## src/rtl/otp_rd_pkg.sv

```systemverilog
`timescale 1ns/1ps
package otp_rd_pkg;

    localparam int ADDR_W = 17;
    localparam int DATA_W = 16;

    typedef enum logic [2:0] {
        ST_IDLE,
        ST_SETUP,
        ST_OE_WAIT,
        ST_ACCESS,
        ST_CAPTURE,
        ST_FLOAT
    } rd_state_e;

    typedef struct packed {
        logic [ADDR_W-1:0] addr;
        logic              id;
    } rd_cmd_t;

    // nanoseconds to whole cycles, rounded up, never below one
    function automatic int ns_to_cyc(input int ns, input int period);
        int c;
        c = (ns + period - 1) / period;
        return (c < 1) ? 1 : c;
    endfunction

    // cycles of low chip enable before output enable may fall
    function automatic int oe_lead(input int acc, input int ce, input int oe);
        int m;
        m = (acc > ce) ? acc : ce;
        return (m - oe < 1) ? 1 : (m - oe);
    endfunction

    function automatic int max3(input int a, input int b, input int c);
        int m;
        m = (a > b) ? a : b;
        return (m > c) ? m : c;
    endfunction

endpackage

```

## src/rtl/otp_rd_timer.sv

```systemverilog
`timescale 1ns/1ps
module otp_rd_timer #(
    parameter int CNT_W = 4
) (
    input  logic             clk,
    input  logic             rst,
    input  logic             load,
    input  logic [CNT_W-1:0] load_val,
    output logic             zero
);
    logic [CNT_W-1:0] cnt_q;

    always_ff @(posedge clk) begin
        if (rst) begin
            cnt_q <= '0;
        end else if (load) begin
            cnt_q <= load_val;
        end else if (cnt_q != '0) begin
            cnt_q <= cnt_q - 1'b1;
        end
    end

    assign zero = (cnt_q == '0);
endmodule

```

## src/rtl/otp_rd_seq.sv

```systemverilog
`timescale 1ns/1ps
module otp_rd_seq
    import otp_rd_pkg::*;
#(
    parameter int LEAD_CYC = 4,
    parameter int OE_CYC   = 3,
    parameter int DF_CYC   = 3,
    parameter int CNT_W    = 3
) (
    input  logic             clk,
    input  logic             rst,
    input  logic             req,
    input  logic             tmr_zero,
    output rd_state_e        state,
    output logic             tmr_load,
    output logic [CNT_W-1:0] tmr_val,
    output logic             accept,
    output logic             cap_en
);
    localparam int OEW_LOAD = (LEAD_CYC > 1) ? (LEAD_CYC - 2) : 0;
    localparam int ACC_LOAD = OE_CYC - 1;
    localparam int FLT_LOAD = DF_CYC - 1;

    rd_state_e state_q, state_d;

    always_comb begin
        state_d  = state_q;
        tmr_load = 1'b0;
        tmr_val  = '0;
        accept   = 1'b0;
        cap_en   = 1'b0;
        unique case (state_q)
            ST_IDLE: begin
                if (req) begin
                    accept   = 1'b1;
                    state_d  = ST_SETUP;
                    tmr_load = 1'b1;
                end
            end
            ST_SETUP: begin
                tmr_load = 1'b1;
                if (LEAD_CYC > 1) begin
                    state_d = ST_OE_WAIT;
                    tmr_val = CNT_W'(OEW_LOAD);
                end else begin
                    state_d = ST_ACCESS;
                    tmr_val = CNT_W'(ACC_LOAD);
                end
            end
            ST_OE_WAIT: begin
                if (tmr_zero) begin
                    state_d  = ST_ACCESS;
                    tmr_load = 1'b1;
                    tmr_val  = CNT_W'(ACC_LOAD);
                end
            end
            ST_ACCESS: begin
                if (tmr_zero) begin
                    cap_en   = 1'b1;
                    state_d  = ST_CAPTURE;
                    tmr_load = 1'b1;
                end
            end
            ST_CAPTURE: begin
                state_d  = ST_FLOAT;
                tmr_load = 1'b1;
                tmr_val  = CNT_W'(FLT_LOAD);
            end
            ST_FLOAT: begin
                if (tmr_zero) begin
                    state_d = ST_IDLE;
                end
            end
            default: state_d = ST_IDLE;
        endcase
    end

    always_ff @(posedge clk) begin
        if (rst) begin
            state_q <= ST_IDLE;
        end else begin
            state_q <= state_d;
        end
    end

    assign state = state_q;
endmodule

```

## src/rtl/otp_rd_datapath.sv

```systemverilog
`timescale 1ns/1ps
module otp_rd_datapath
    import otp_rd_pkg::*;
(
    input  logic              clk,
    input  logic              rst,
    input  logic              accept,
    input  rd_cmd_t           cmd_in,
    input  logic              cap_en,
    input  logic [DATA_W-1:0] bus_data,
    output rd_cmd_t           cmd_q,
    output logic [DATA_W-1:0] data_q
);
    rd_cmd_t cmd_n;

    // identification reads keep only the code-select bit
    always_comb begin
        cmd_n = cmd_in;
        if (cmd_in.id) begin
            cmd_n.addr = {{(ADDR_W-1){1'b0}}, cmd_in.addr[0]};
        end
    end

    always_ff @(posedge clk) begin
        if (rst) begin
            cmd_q  <= '0;
            data_q <= '0;
        end else begin
            if (accept) begin
                cmd_q <= cmd_n;
            end
            if (cap_en) begin
                data_q <= bus_data;
            end
        end
    end
endmodule

```

## src/rtl/otp_read_ctrl.sv

```systemverilog
`timescale 1ns/1ps
module otp_read_ctrl
    import otp_rd_pkg::*;
#(
    parameter int CLK_PERIOD_NS = 8,
    parameter int T_ACC_NS      = 55,
    parameter int T_CE_NS       = 55,
    parameter int T_OE_NS       = 20,
    parameter int T_DF_NS       = 20
) (
    input  logic              clk,
    input  logic              rst,
    input  logic              req,
    output logic              ready,
    input  logic [ADDR_W-1:0] addr,
    input  logic              id_mode,
    output logic [DATA_W-1:0] rdata,
    output logic              rvalid,
    output logic [ADDR_W-1:0] mem_addr,
    output logic              mem_ce_n,
    output logic              mem_oe_n,
    output logic              mem_id_sel,
    input  logic [DATA_W-1:0] mem_dq
);
    localparam int ACC_CYC  = ns_to_cyc(T_ACC_NS, CLK_PERIOD_NS);
    localparam int CE_CYC   = ns_to_cyc(T_CE_NS, CLK_PERIOD_NS);
    localparam int OE_CYC   = ns_to_cyc(T_OE_NS, CLK_PERIOD_NS);
    localparam int DF_CYC   = ns_to_cyc(T_DF_NS, CLK_PERIOD_NS);
    localparam int LEAD_CYC = oe_lead(ACC_CYC, CE_CYC, OE_CYC);
    localparam int MAX_DUR  = max3(LEAD_CYC, OE_CYC, DF_CYC);
    localparam int CNT_W    = (MAX_DUR < 2) ? 1 : $clog2(MAX_DUR + 1);

    rd_state_e        state;
    logic             tmr_load;
    logic [CNT_W-1:0] tmr_val;
    logic             tmr_zero;
    logic             accept;
    logic             cap_en;
    rd_cmd_t          cmd_in;
    rd_cmd_t          cmd_q;
    logic             ce_active;

    otp_rd_seq #(
        .LEAD_CYC (LEAD_CYC),
        .OE_CYC   (OE_CYC),
        .DF_CYC   (DF_CYC),
        .CNT_W    (CNT_W)
    ) u_seq (
        .clk      (clk),
        .rst      (rst),
        .req      (req),
        .tmr_zero (tmr_zero),
        .state    (state),
        .tmr_load (tmr_load),
        .tmr_val  (tmr_val),
        .accept   (accept),
        .cap_en   (cap_en)
    );

    otp_rd_timer #(
        .CNT_W (CNT_W)
    ) u_timer (
        .clk      (clk),
        .rst      (rst),
        .load     (tmr_load),
        .load_val (tmr_val),
        .zero     (tmr_zero)
    );

    assign cmd_in.addr = addr;
    assign cmd_in.id   = id_mode;

    otp_rd_datapath u_dp (
        .clk      (clk),
        .rst      (rst),
        .accept   (accept),
        .cmd_in   (cmd_in),
        .cap_en   (cap_en),
        .bus_data (mem_dq),
        .cmd_q    (cmd_q),
        .data_q   (rdata)
    );

    assign ce_active  = (state == ST_SETUP) || (state == ST_OE_WAIT) ||
                        (state == ST_ACCESS);
    assign mem_ce_n   = ~ce_active;
    assign mem_oe_n   = (state != ST_ACCESS);
    assign mem_id_sel = cmd_q.id & ce_active;
    assign mem_addr   = cmd_q.addr;
    assign ready      = (state == ST_IDLE);
    assign rvalid     = (state == ST_CAPTURE);
endmodule

```

## config.mk

```make
export PLATFORM = sky130hd
export DESIGN_NAME = otp_read_ctrl
export DESIGN_NICKNAME = d
export VERILOG_FILES = /design/src/rtl/otp_rd_pkg.sv /design/src/rtl/otp_rd_timer.sv /design/src/rtl/otp_rd_seq.sv /design/src/rtl/otp_rd_datapath.sv /design/src/rtl/otp_read_ctrl.sv
export SDC_FILE = /design/constraint.sdc
export NUM_CORES = 1
export LEC_CHECK = 0
export BUFFER_PORTS_ARGS = -buffer_cell sky130_fd_sc_hd__buf_2
export CAP_MARGIN = 25
export CORE_MARGIN = 1
export CORE_UTILIZATION = 25
export CTS_CLUSTER_SIZE = 20
export DETAILED_ROUTE_END_ITERATION = 10
export HOLD_SLACK_MARGIN = 0.15
export PLACE_DENSITY_LB_ADDON = 0.15
export SLEW_MARGIN = 10
export SYNTH_ARGS = -nofsm -noshare
export SYNTH_HDL_FRONTEND = slang
export SYNTH_SLANG_ARGS = --single-unit
```

## constraint.sdc

```tcl
create_clock -name clk -period 3.3 [get_ports clk]
set_input_delay 0.495 -clock clk [delete_from_list [all_inputs] [get_ports clk]]
set_output_delay 0.495 -clock clk [all_outputs]
set_load 0.03 [all_outputs]
```

==> impl_metrics.tcl, run 1 <==
set metrics [dict create \
    floorplan.die_area_sq_um 7430 \
    totalNegativeSetupSlack_ns 0 \
    post_drt_wl_per_cell_um 11.4 \
    final_stage_net_count 301 \
    synth_area_per_cell_sq_um 8.32 \
    worst_setup_hold_path_clk_slew_ns 0.07 \
    count_of_port_buffers_added_during_placement 74 \
    cts.htree.levels 2 \
    drtIter0Drc 47 \
    drv.max_cap_violation_count 0 \
    final-hold-violation-count 0 \
    wirelength_met1_um 1940 \
    grt_pass1_wl_um 6660 \
    cts_inserted_buffers 5 \
    start_util_pct 26.0 \
    postSynthCellCount 213 \
    diodes 0 \
    worst_r2r_path_depth 6 \
    vias 1495 \
    mappedNetlistArea_sq_um 1770 \
    worst_ir_drop_vdd_uv 164 \
    globalRoute.totalOverflow 0 \
    synth_top_cells_by_area "sky130_fd_sc_hd__dfxtp_1, sky130_fd_sc_hd__a21oi_1, sky130_fd_sc_hd__nand2_1, sky130_fd_sc_hd__buf_4, sky130_fd_sc_hd__nand3b_1" \
    crit_path_max_fo 13 \
    antenna_left 0 \
    dieWidth_um 86.2 \
    die_h_um 86.2 \
    drc_errors 0 \
    io-pin-count 75 \
    drt_wl_total_um 4070 \
    timing.final.ws_setup_ns 1.16 \
    cts_hold_buf 0 \
    gp_congestion 0.663 \
    wl_met2_um 1830 \
    fin_util_pct 31.1 \
    syn_to_final_growth_pct 19.9 \
    timing_worst_slew_pin_value_ns 0.910 \
    cts_tree "built" \
    leakage_nw 0.925 \
    yosys_warnings 0 \
    period_minus_slack_ns 2.14 \
    postCtsResizedCells 0 \
    number_of_clock_sinks 40 \
    timing.final.max_slew_violations 0 \
    gr-usage-all-layers_pct 11.4 \
    rsz_0062_raised_after_global_routing "false" \
    fp.coreArea_sq_um 6830 \
    grt_pass1_vias 1417 \
    post_layout_instance_count_excluding_filler_cells 358 \
    top_cell_type_by_total_area_after_synthesis "sky130_fd_sc_hd__dfxtp_1" \
    hold_depth 3 \
    synth_seq_cells 40 \
    dr_wl_met3_um 237 \
    worst_skew_pair.late_latency_ns 0.29 \
    layout-drive-gt1-share_pct 32.4 \
    avgViaCountPerCell 4.18 \
    clock.fmax_mhz 466 \
    drt_first_pass_iters 4 \
    timing.max_slew.rel_slack_pct 39.1 \
    timing.hold.worst.class "in2reg" \
    dpl.cell_count 351 \
    synth_sequential_area_ratio_pct 45.2 \
    finalSetupViolations 0 \
    yosysTopAreaCellShare_pct 45.2 \
    worst_case_register_to_register_setup_slack_ns 1.38 \
    netlist-cell-type-count 26 \
    critPathCaptureType "output port" \
    hold-worst-slack_ns 0.437 \
    pre_cts_slack_ns 1.33 \
    critical_path_arrival_ns 1.65 \
    dpl-instance-area_sq_um 2050 \
    outcome "finished, final reports clean" \
    power_density_nw_per_um2 546 \
    detailedPlacementHpwl_um 2730 \
    final.period_utilization_pct 65.0 \
    synthesis.nets 252 \
    core.rowCount 30 \
    cts.repair_timing.setup_buffer_count 0 \
    cts_root_buf "sky130_fd_sc_hd__clkbuf_8" \
    mostFrequentLayoutCells "sky130_fd_sc_hd__buf_2, sky130_fd_sc_hd__nand2_1, sky130_fd_sc_hd__dfxtp_1" \
    report.power.total_mw 1.16 \
    crit_type "reg2out" \
    number_of_antenna_violations_at_the_first_check_in_global_routing 0 \
    route.top_layer_used "met4" \
    final.setup_skew_ns 0.00352 \
    worst-endpoint-required_ns 2.80 \
    design_area_sq_um 2130 \
    setup.worst_path.start_class "flop" \
    cts_max_path_buffers 2 \
    grt_max_degree 41 \
    layout_commonest_cell "sky130_fd_sc_hd__buf_2" \
]
-- critical path: stages (launching register included) --
cell	delay, ns
sky130_fd_sc_hd__dfxtp_1	0.65
sky130_fd_sc_hd__nor2_1	0.12
sky130_fd_sc_hd__or2_2	0.32
sky130_fd_sc_hd__nor2_1	0.08
sky130_fd_sc_hd__buf_2	0.19
-- power breakdown --
part | total, mW | leakage [nW] | switching (mW) | internal (mW)
registers | 0.554 | 0.325 | 0.0362 | 0.518
clock network | 0.304 | 0.0410 | 0.160 | 0.144
logic | 0.302 | 0.559 | 0.196 | 0.106
-- logic make-up (layout without fill, tap and decap cells) --
group,count (synthesis),count (layout),share of synthesized area (%)
AO/OA/AOI/OAI,44,44,13.8
XOR/XNOR,1,1,0.494
adder cells (fa/ha/maj),2,2,1.41
buffers and inverters,39,88,13.6
flip-flops,40,40,45.2
multiplexers,1,1,0.565
AND/OR/NAND/NOR,86,86,25.0
-- cells in the mapped netlist --
cell type                  instances
sky130_fd_sc_hd__nand2_1          52
sky130_fd_sc_hd__dfxtp_1          40
sky130_fd_sc_hd__a21oi_1          39
sky130_fd_sc_hd__buf_4            17
sky130_fd_sc_hd__nand3b_1         17
sky130_fd_sc_hd__buf_2             7
sky130_fd_sc_hd__inv_1             7
sky130_fd_sc_hd__nor2_1            6
sky130_fd_sc_hd__clkbuf_1          5
sky130_fd_sc_hd__nor3_1            4
sky130_fd_sc_hd__buf_6             3
sky130_fd_sc_hd__ha_1              2
sky130_fd_sc_hd__a221oi_2          1
sky130_fd_sc_hd__and2_1            1
sky130_fd_sc_hd__and3_1            1
sky130_fd_sc_hd__and4b_1           1
sky130_fd_sc_hd__mux2i_1           1
sky130_fd_sc_hd__nand4b_2          1
sky130_fd_sc_hd__nor4b_4           1
sky130_fd_sc_hd__o21a_1            1
sky130_fd_sc_hd__o21ai_0           1
sky130_fd_sc_hd__o221a_2           1
sky130_fd_sc_hd__o311a_1           1
sky130_fd_sc_hd__or2_2             1
sky130_fd_sc_hd__or4b_1            1
sky130_fd_sc_hd__xor2_1            1
-- area by class of cell --
cell class	instances	area, sq um
Clock inverter	1	5.00
Timing Repair Buffer	74	370
Tap cell	96	120
Sequential cell	40	801
Fill cell	782	4710
Inverter	7	26.3
Clock buffer	6	72.6
Multi-Input combinational cell	134	731
-- routing by layer --
layer	vias to the layer above	global-route usage, %
met5	-	0
met4	0	4.55
met3	7	3.33
met2	50	18.8
met1	656	14.1
li1	782	-
-- final timing paths --
check / start / endpoint
max: u_seq.state[1] / mem_id_sel
min: mem_dq[10] / u_dp.data_q[10]
max reg2reg: u_timer.cnt_q[0] / u_dp.data_q[5]
min reg2reg: u_dp.cmd_q[13] / u_dp.cmd_q[13]
-- sequential cells by signal (all words and copies together) (netlist names) --
register / cells
u_dp.cmd_q: 18
u_dp.data_q: 16
u_timer.cnt_q: 3
u_seq.state: 3
(Power assumes the default switching activity.)
==> run 2: changes to the inputs <==
ABC_AREA = 1   (was not set)
clock period = 1.7 ns   (was 3.3 ns; I/O delays follow)
==> run 2 against run 1 <==
Final area rose by 1.3%. Clock skew rose by 0.0037 ns. Non-clock buffer count rose by 3. Sequential share of layout area fell by 0.42 points. Worst setup slack got worse by 1.0 ns. Final cell count rose by 7.3%. Synthesized cell count rose by 8.9%. Clock power rose by 97%. Worst hold slack got worse by 0.23 ns. Register-to-register slack got worse by 1.2 ns. Global-route usage rose by 0.31 points. Die area fell by 0.96%.
==> impl_metrics.tcl, run 2 <==
set metrics [dict create \
    cp_common_cell "sky130_fd_sc_hd__nand2_1" \
    cts_root_buf "sky130_fd_sc_hd__clkbuf_8" \
    detailedPlacementHpwl_um 2940 \
    drt_first_pass_iters 4 \
    synth_area_per_cell_sq_um 7.57 \
    power_density_nw_per_um2 1510 \
    dpl.cell_count 377 \
    registers.top_by_ff_count "u_dp.cmd_q" \
    setup.worst_path.start_class "flop" \
    dieWidth_um 85.8 \
    top_cell_type_by_total_area_after_synthesis "sky130_fd_sc_hd__dfxtp_1" \
    largest_registers "u_dp.cmd_q: 18 flops, u_dp.data_q: 16 flops" \
    netlist-cell-type-count 21 \
    io-pin-count 75 \
    dpl-instance-area_sq_um 2070 \
    largest_reg_flops 18 \
    timing.final.max_slew_violations 0 \
    combinationalPowerShare_pct 44.9 \
    critPathCaptureType "output port" \
    syn_to_final_growth_pct 22.7 \
    cts.htree.levels 2 \
    yosysTopAreaCellShare_pct 45.6 \
    clock_power_share_pct 18.4 \
    worst_skew_pair.late_latency_ns 0.28 \
    final-hold-violation-count 0 \
    synth_sequential_area_ratio_pct 45.6 \
    gr-usage-all-layers_pct 11.8 \
    critical_path_arrival_ns 1.33 \
    number_of_clock_sinks 40 \
    synth_seq_cells 40 \
    clock.fmax_mhz 630 \
    count_of_filler_cells_inserted_in_the_layout 776 \
    layout-drive-gt1-share_pct 32.3 \
    worst-endpoint-required_ns 1.44 \
    finalSetupViolations 0 \
    floorplan.die_area_sq_um 7360 \
    area_occupied_by_multi_input_gates_sq_um 709 \
    yosys_warnings 0 \
    hold_end "u_dp.cmd_q[15]" \
    cts_tree "built" \
    layout_commonest_cell "sky130_fd_sc_hd__buf_2" \
    timing.critical_path.slowest_cell_delay_ns 0.44 \
    fraction_of_registers_with_async_set_or_reset_after_synthesis_pct 0 \
    groute.layer.met3.usage_pct 3.46 \
    core.rowCount 30 \
    period_minus_slack_ns 1.59 \
    timing.hold.worst.class "in2reg" \
    cts.repair_timing.setup_buffer_count 0 \
    seq_power_share_pct 36.7 \
    diodes 0 \
    synth_flop_cell "sky130_fd_sc_hd__dfxtp_1" \
    timing.max_slew.rel_slack_pct 67.9 \
    fp.coreArea_sq_um 6790 \
    power_switching_mw 1.44 \
    synth.most_common_cell "sky130_fd_sc_hd__nand2_1" \
    intPower_mw 1.81 \
    mostFrequentLayoutCells "sky130_fd_sc_hd__buf_2, sky130_fd_sc_hd__nand2_1, sky130_fd_sc_hd__dfxtp_1" \
    design_area_sq_um 2150 \
    cts_max_path_buffers 2 \
    die_h_um 85.8 \
    final_stage_net_count 327 \
    worst_ir_drop_vdd_uv 405 \
    grt_busiest_layer "met2" \
    totalNegativeSetupSlack_ns 0 \
    drt_wl_total_um 4170 \
    number_of_antenna_violations_at_the_first_check_in_global_routing 0 \
    synth_top_cells_by_area "sky130_fd_sc_hd__dfxtp_1, sky130_fd_sc_hd__nand2_1, sky130_fd_sc_hd__a21oi_1, sky130_fd_sc_hd__buf_4, sky130_fd_sc_hd__nand3_1" \
    seq_area_sq_um 802 \
    start_util_pct 25.8 \
    post_layout_instance_count_excluding_filler_cells 384 \
    hold_depth 3 \
    post_synth_most_frequent_cells "sky130_fd_sc_hd__nand2_1, sky130_fd_sc_hd__dfxtp_1, sky130_fd_sc_hd__a21oi_1" \
    mappedNetlistArea_sq_um 1760 \
    critical_path.reg2reg.endpoint "u_dp.data_q[7]" \
    grt_max_degree 26 \
    grt_use_met1_pct 14.4 \
    worst_setup_hold_path_clk_slew_ns 0.08 \
    critical_path.startpoint "u_seq.state[0]" \
    final.period_utilization_pct 93.4 \
    postSynthCellCount 232 \
    outcome "finished, final reports clean" \
    hold_start "addr[14]" \
    rsz_0062_raised_after_global_routing "false" \
    grt_pass1_vias 1496 \
    leakage_nw 0.999 \
    globalRoute.totalOverflow 0 \
    crit_type "reg2out" \
    path_cells "inv_1 -> nand2_1 -> nand2_1 -> nor2_1 -> buf_2" \
    worst_r2r_path_depth 8 \
    hold-worst-slack_ns 0.211 \
    final.setup_skew_ns 0.00727 \
    switching_share_pct 44.2 \
    report.power.total_mw 3.25 \
    antenna_left 0 \
    synthesis.nets 271 \
    worstReg2RegStart "u_timer.cnt_q[0]" \
    timing_worst_slew_pin_value_ns 0.481 \
    crit_path_max_fo 5 \
    drv.max_cap_violation_count 0 \
    grt_util_met2_pct 19.9 \
    post_drt_wl_per_cell_um 10.9 \
    cts_inserted_buffers 5 \
    drc_errors 0 \
    count_of_port_buffers_added_during_placement 74 \
    avgViaCountPerCell 4.17 \
    grt_pass1_wl_um 6820 \
    drtIter0Drc 60 \
    synth-edff-count 0 \
    vias 1603 \
    worst_case_register_to_register_setup_slack_ns 0.14 \
    gp_congestion 0.766 \
    worst_path_max_delay_cell "sky130_fd_sc_hd__dfxtp_1" \
]
run 2: how the worst max path moves through the flow:
stage | end | slack (ns) | depth (start not counted)
6_report | mem_id_sel | 0.11 | 5
5_1_grt | mem_id_sel | 0.003 | 5
4_1_cts | mem_id_sel | 0.06 | 5
3_5_place_dp | u_dp.data_q[8] | 0.12 | 8
3_3_place_gp | u_dp.data_q[1] | 0.16 | 8
2_1_floorplan | mem_id_sel | 0.12 | 4
run 2: cells by family after synthesis:
logic type      after synthesis  synth area share [%]
compound gates               37                  10.7
xor+xnor                      1                 0.499
fa+ha+maj                     2                  1.43
buf+inv                      40                  14.0
flops                        40                  45.6
simple gates                112                  27.8
run 2: through the flow:
stage / setup WS (ns) / util, %
3_3_place_gp: 0.161 / 30.5
6_report: 0.113 / 31.7
2_1_floorplan: 0.125 / -
5_1_grt: 0.00328 / 31.7
4_1_cts: 0.0571 / 31.6
3_5_place_dp: 0.123 / 30.5
run 2: worst max-delay path: cells and delay by family, from the launching register on:
| kind | cells | cell delay (ns) |
|---|---|---|
| flops | 1 | 0.44 |
| simple gates | 3 | 0.30 |
| buf+inv | 2 | 0.29 |
run 2: power groups by stage:
stage | clock (mW) | sequential, mW | combinational, mW
floorplan | 0 | 1.25 | 1.15
global placement | 0 | 1.21 | 1.48
detailed placement | 0 | 1.21 | 1.47
CTS | 0.636 | 1.19 | 1.48
global route | 0.681 | 1.21 | 1.66
finish | 0.600 | 1.19 | 1.46
run 2: per-layer routing:
| metal | wire (um) | share of wire, % | vias to the layer above |
|---|---|---|---|
| li1 | - | - | 837 |
| met1 | 2100 | 50 | 709 |
| met2 | 1820 | 44 | 52 |
| met3 | 216 | 5.2 | 5 |
| met4 | 36 | 0.86 | 0 |
| met5 | 0 | 0 | - |
run 2: cell type report:
class | count | share of cell area, %
Sequential cell | 40 | 37.2
Clock inverter | 1 | 0.232
Tap cell | 96 | 5.58
Timing Repair Buffer | 77 | 18.4
Clock buffer | 6 | 3.37
Multi-Input combinational cell | 152 | 32.9
Inverter | 12 | 2.21
run 2: timing repair:
item | CTS | global route
endpoints found under the setup margin | 0 | 3
hold buffers | 0 | 0
gates resized for setup | 0 | 2
==> run 3: changes to the inputs <==
CTS_BUF_LIST = sky130_fd_sc_hd__clkbuf_8 sky130_fd_sc_hd__clkbuf_16   (was not set)
GPL_TIMING_DRIVEN = 0   (was not set)
==> run 3 against run 2 <==
Count of clock-buffer cells in the layout is 1 lower. Sequential share of layout area is 2.7 points lower. Critical path depth stayed put. Total power is 4.5% higher. Non-clock buffer count is 24 higher. Highest routed layer unchanged. Critical path type unchanged. Clock power is 4.3% higher.
==> impl_metrics.tcl, run 3 (synthesis results as in run 2) <==
set metrics [dict create \
    groute.layer.met3.usage_pct 3.37 \
    area_occupied_by_multi_input_gates_sq_um 712 \
    final.setup_skew_ns 0.00602 \
    drt_wl_total_um 4320 \
    registers.top_by_ff_count "u_dp.cmd_q" \
    cts.htree.levels 2 \
    grt_pass1_vias 1557 \
    grt_max_degree 13 \
    hold_end "u_dp.cmd_q[5]" \
    worst-endpoint-required_ns 1.44 \
    cts_max_path_buffers 2 \
    hold_depth 3 \
    drtIter0Drc 51 \
    cts_tree "built" \
    fin_util_pct 34.3 \
    floorplan.die_area_sq_um 7360 \
    totalNegativeSetupSlack_ns 0 \
    setup.worst_path.start_class "flop" \
    globalRoute.totalOverflow 0 \
    timing_worst_slew_pin_value_ns 0.516 \
    post_drt_wl_per_cell_um 10.6 \
    gp_congestion 0.756 \
    syn_to_final_growth_pct 32.6 \
    count_of_port_buffers_added_during_placement 73 \
    die_h_um 85.8 \
    final-hold-violation-count 0 \
    worst_skew_pair.late_latency_ns 0.29 \
    worst_ir_drop_vdd_uv 586 \
    start_util_pct 25.8 \
    period_minus_slack_ns 1.55 \
    final_stage_net_count 351 \
    grt_pass1_wl_um 7200 \
    gr-usage-all-layers_pct 12.3 \
    critPathCaptureType "output port" \
    rsz_0062_raised_after_global_routing "false" \
    clock.fmax_mhz 647 \
    grt_use_met1_pct 16.2 \
    drt_first_pass_iters 4 \
    number_of_antenna_violations_at_the_first_check_in_global_routing 0 \
    seq_area_sq_um 803 \
    drv.max_cap_violation_count 0 \
    timing.final.max_slew_violations 0 \
    critical_path.reg2reg.endpoint "u_dp.data_q[9]" \
    crit_type "reg2out" \
    worst_r2r_path_depth 9 \
    fp.coreArea_sq_um 6790 \
    worst_case_register_to_register_setup_slack_ns 0.20 \
    cts_root_buf "sky130_fd_sc_hd__clkbuf_8" \
    grt_busiest_layer "met2" \
    drc_errors 0 \
    worstReg2RegStart "u_timer.cnt_q[0]" \
    core.rowCount 30 \
    power_density_nw_per_um2 1460 \
    detailedPlacementHpwl_um 3120 \
    largest_reg_flops 18 \
    antenna_left 0 \
    dieWidth_um 85.8 \
    io-pin-count 75 \
    outcome "finished, final reports clean" \
    postCtsResizedCells 0 \
    timing.hold.worst.class "in2reg" \
    crit_path_max_fo 6 \
    cts_inserted_buffers 5 \
    layout_commonest_cell "sky130_fd_sc_hd__buf_2" \
    cts.repair_timing.setup_buffer_count 0 \
    diodes 0 \
    count_of_filler_cells_inserted_in_the_layout 747 \
    avgViaCountPerCell 4.09 \
    number_of_clock_sinks 40 \
    finalSetupViolations 0 \
    leakage_nw 1.11 \
    worst_setup_hold_path_clk_slew_ns 0.08 \
    critical_path_arrival_ns 1.29 \
    final.period_utilization_pct 90.9 \
    cts_hold_buf 0 \
    mostFrequentLayoutCells "sky130_fd_sc_hd__buf_2, sky130_fd_sc_hd__nand2_1, sky130_fd_sc_hd__dfxtp_1" \
    grt_util_met2_pct 20.1 \
    vias 1669 \
    timing.max_slew.rel_slack_pct 65.6 \
    hold_start "addr[4]" \
    layout-drive-gt1-share_pct 37.2 \
    largest_registers "u_dp.cmd_q: 18 flops, u_dp.data_q: 16 flops" \
]
[run 3: metrics by stage]
stage | hold slack, ns | power, mW | std cells | setup slack (ns) | cell area, sq um
6_report | 0.200 | 3.40 | 408 | 0.154 | 2330
2_1_floorplan | 0.398 | 2.40 | 232 | 0.125 | 1760
3_5_place_dp | 0.449 | 2.81 | 401 | 0.139 | 2240
3_3_place_gp | 0.446 | 2.80 | 401 | 0.131 | 2240
4_1_cts | 0.191 | 3.44 | 408 | 0.0202 | 2320
5_1_grt | 0.190 | 3.70 | 408 | 0.0146 | 2330
[run 3: critical path: stages, from the launching register on]
cell	delay, ns
sky130_fd_sc_hd__dfxtp_2	0.42
sky130_fd_sc_hd__inv_1	0.09
sky130_fd_sc_hd__nand2_1	0.11
sky130_fd_sc_hd__nand2_1	0.09
sky130_fd_sc_hd__nor2_1	0.08
sky130_fd_sc_hd__buf_2	0.19
[run 3: area by class of cell]
cell class / count / area share (%)
Buffer: 28 / 8.49
Clock buffer: 5 / 2.96
Clock inverter: 2 / 0.538
Inverter: 12 / 2.04
Multi-Input combinational cell: 152 / 30.6
Sequential cell: 40 / 34.5
Tap cell: 96 / 5.16
Timing Repair Buffer: 73 / 15.7
[run 3: per-layer routing]
metal,vias up,share of wire (%),wire length [um]
li1,884,-,-
met2,53,46,2000
met1,727,48,2060
met3,5,5.5,238
met4,0,0.65,28
met5,-,0,0
[run 3: worst max path at each step]
stage / slack [ns] / to / cells after the start / startpoint
after floorplan: 0.12 / mem_id_sel / 4 / u_seq.state[0]
after global placement: 0.13 / u_dp.data_q[15] / 9 / u_timer.cnt_q[0]
after detailed placement: 0.14 / u_dp.data_q[9] / 9 / u_timer.cnt_q[0]
after CTS: 0.02 / mem_id_sel / 5 / u_seq.state[0]
after global routing: 0.01 / u_dp.data_q[9] / 8 / u_timer.cnt_q[0]
final: 0.15 / mem_id_sel / 5 / u_seq.state[0]
[run 3: where the power goes]
part           leakage, nW  switching [mW]  internal [mW]  total [mW]
clock               0.0400           0.348          0.278       0.626
combinational        0.743            1.03          0.542        1.57
sequential           0.326           0.115           1.09        1.20
total                 1.11            1.49           1.91        3.40
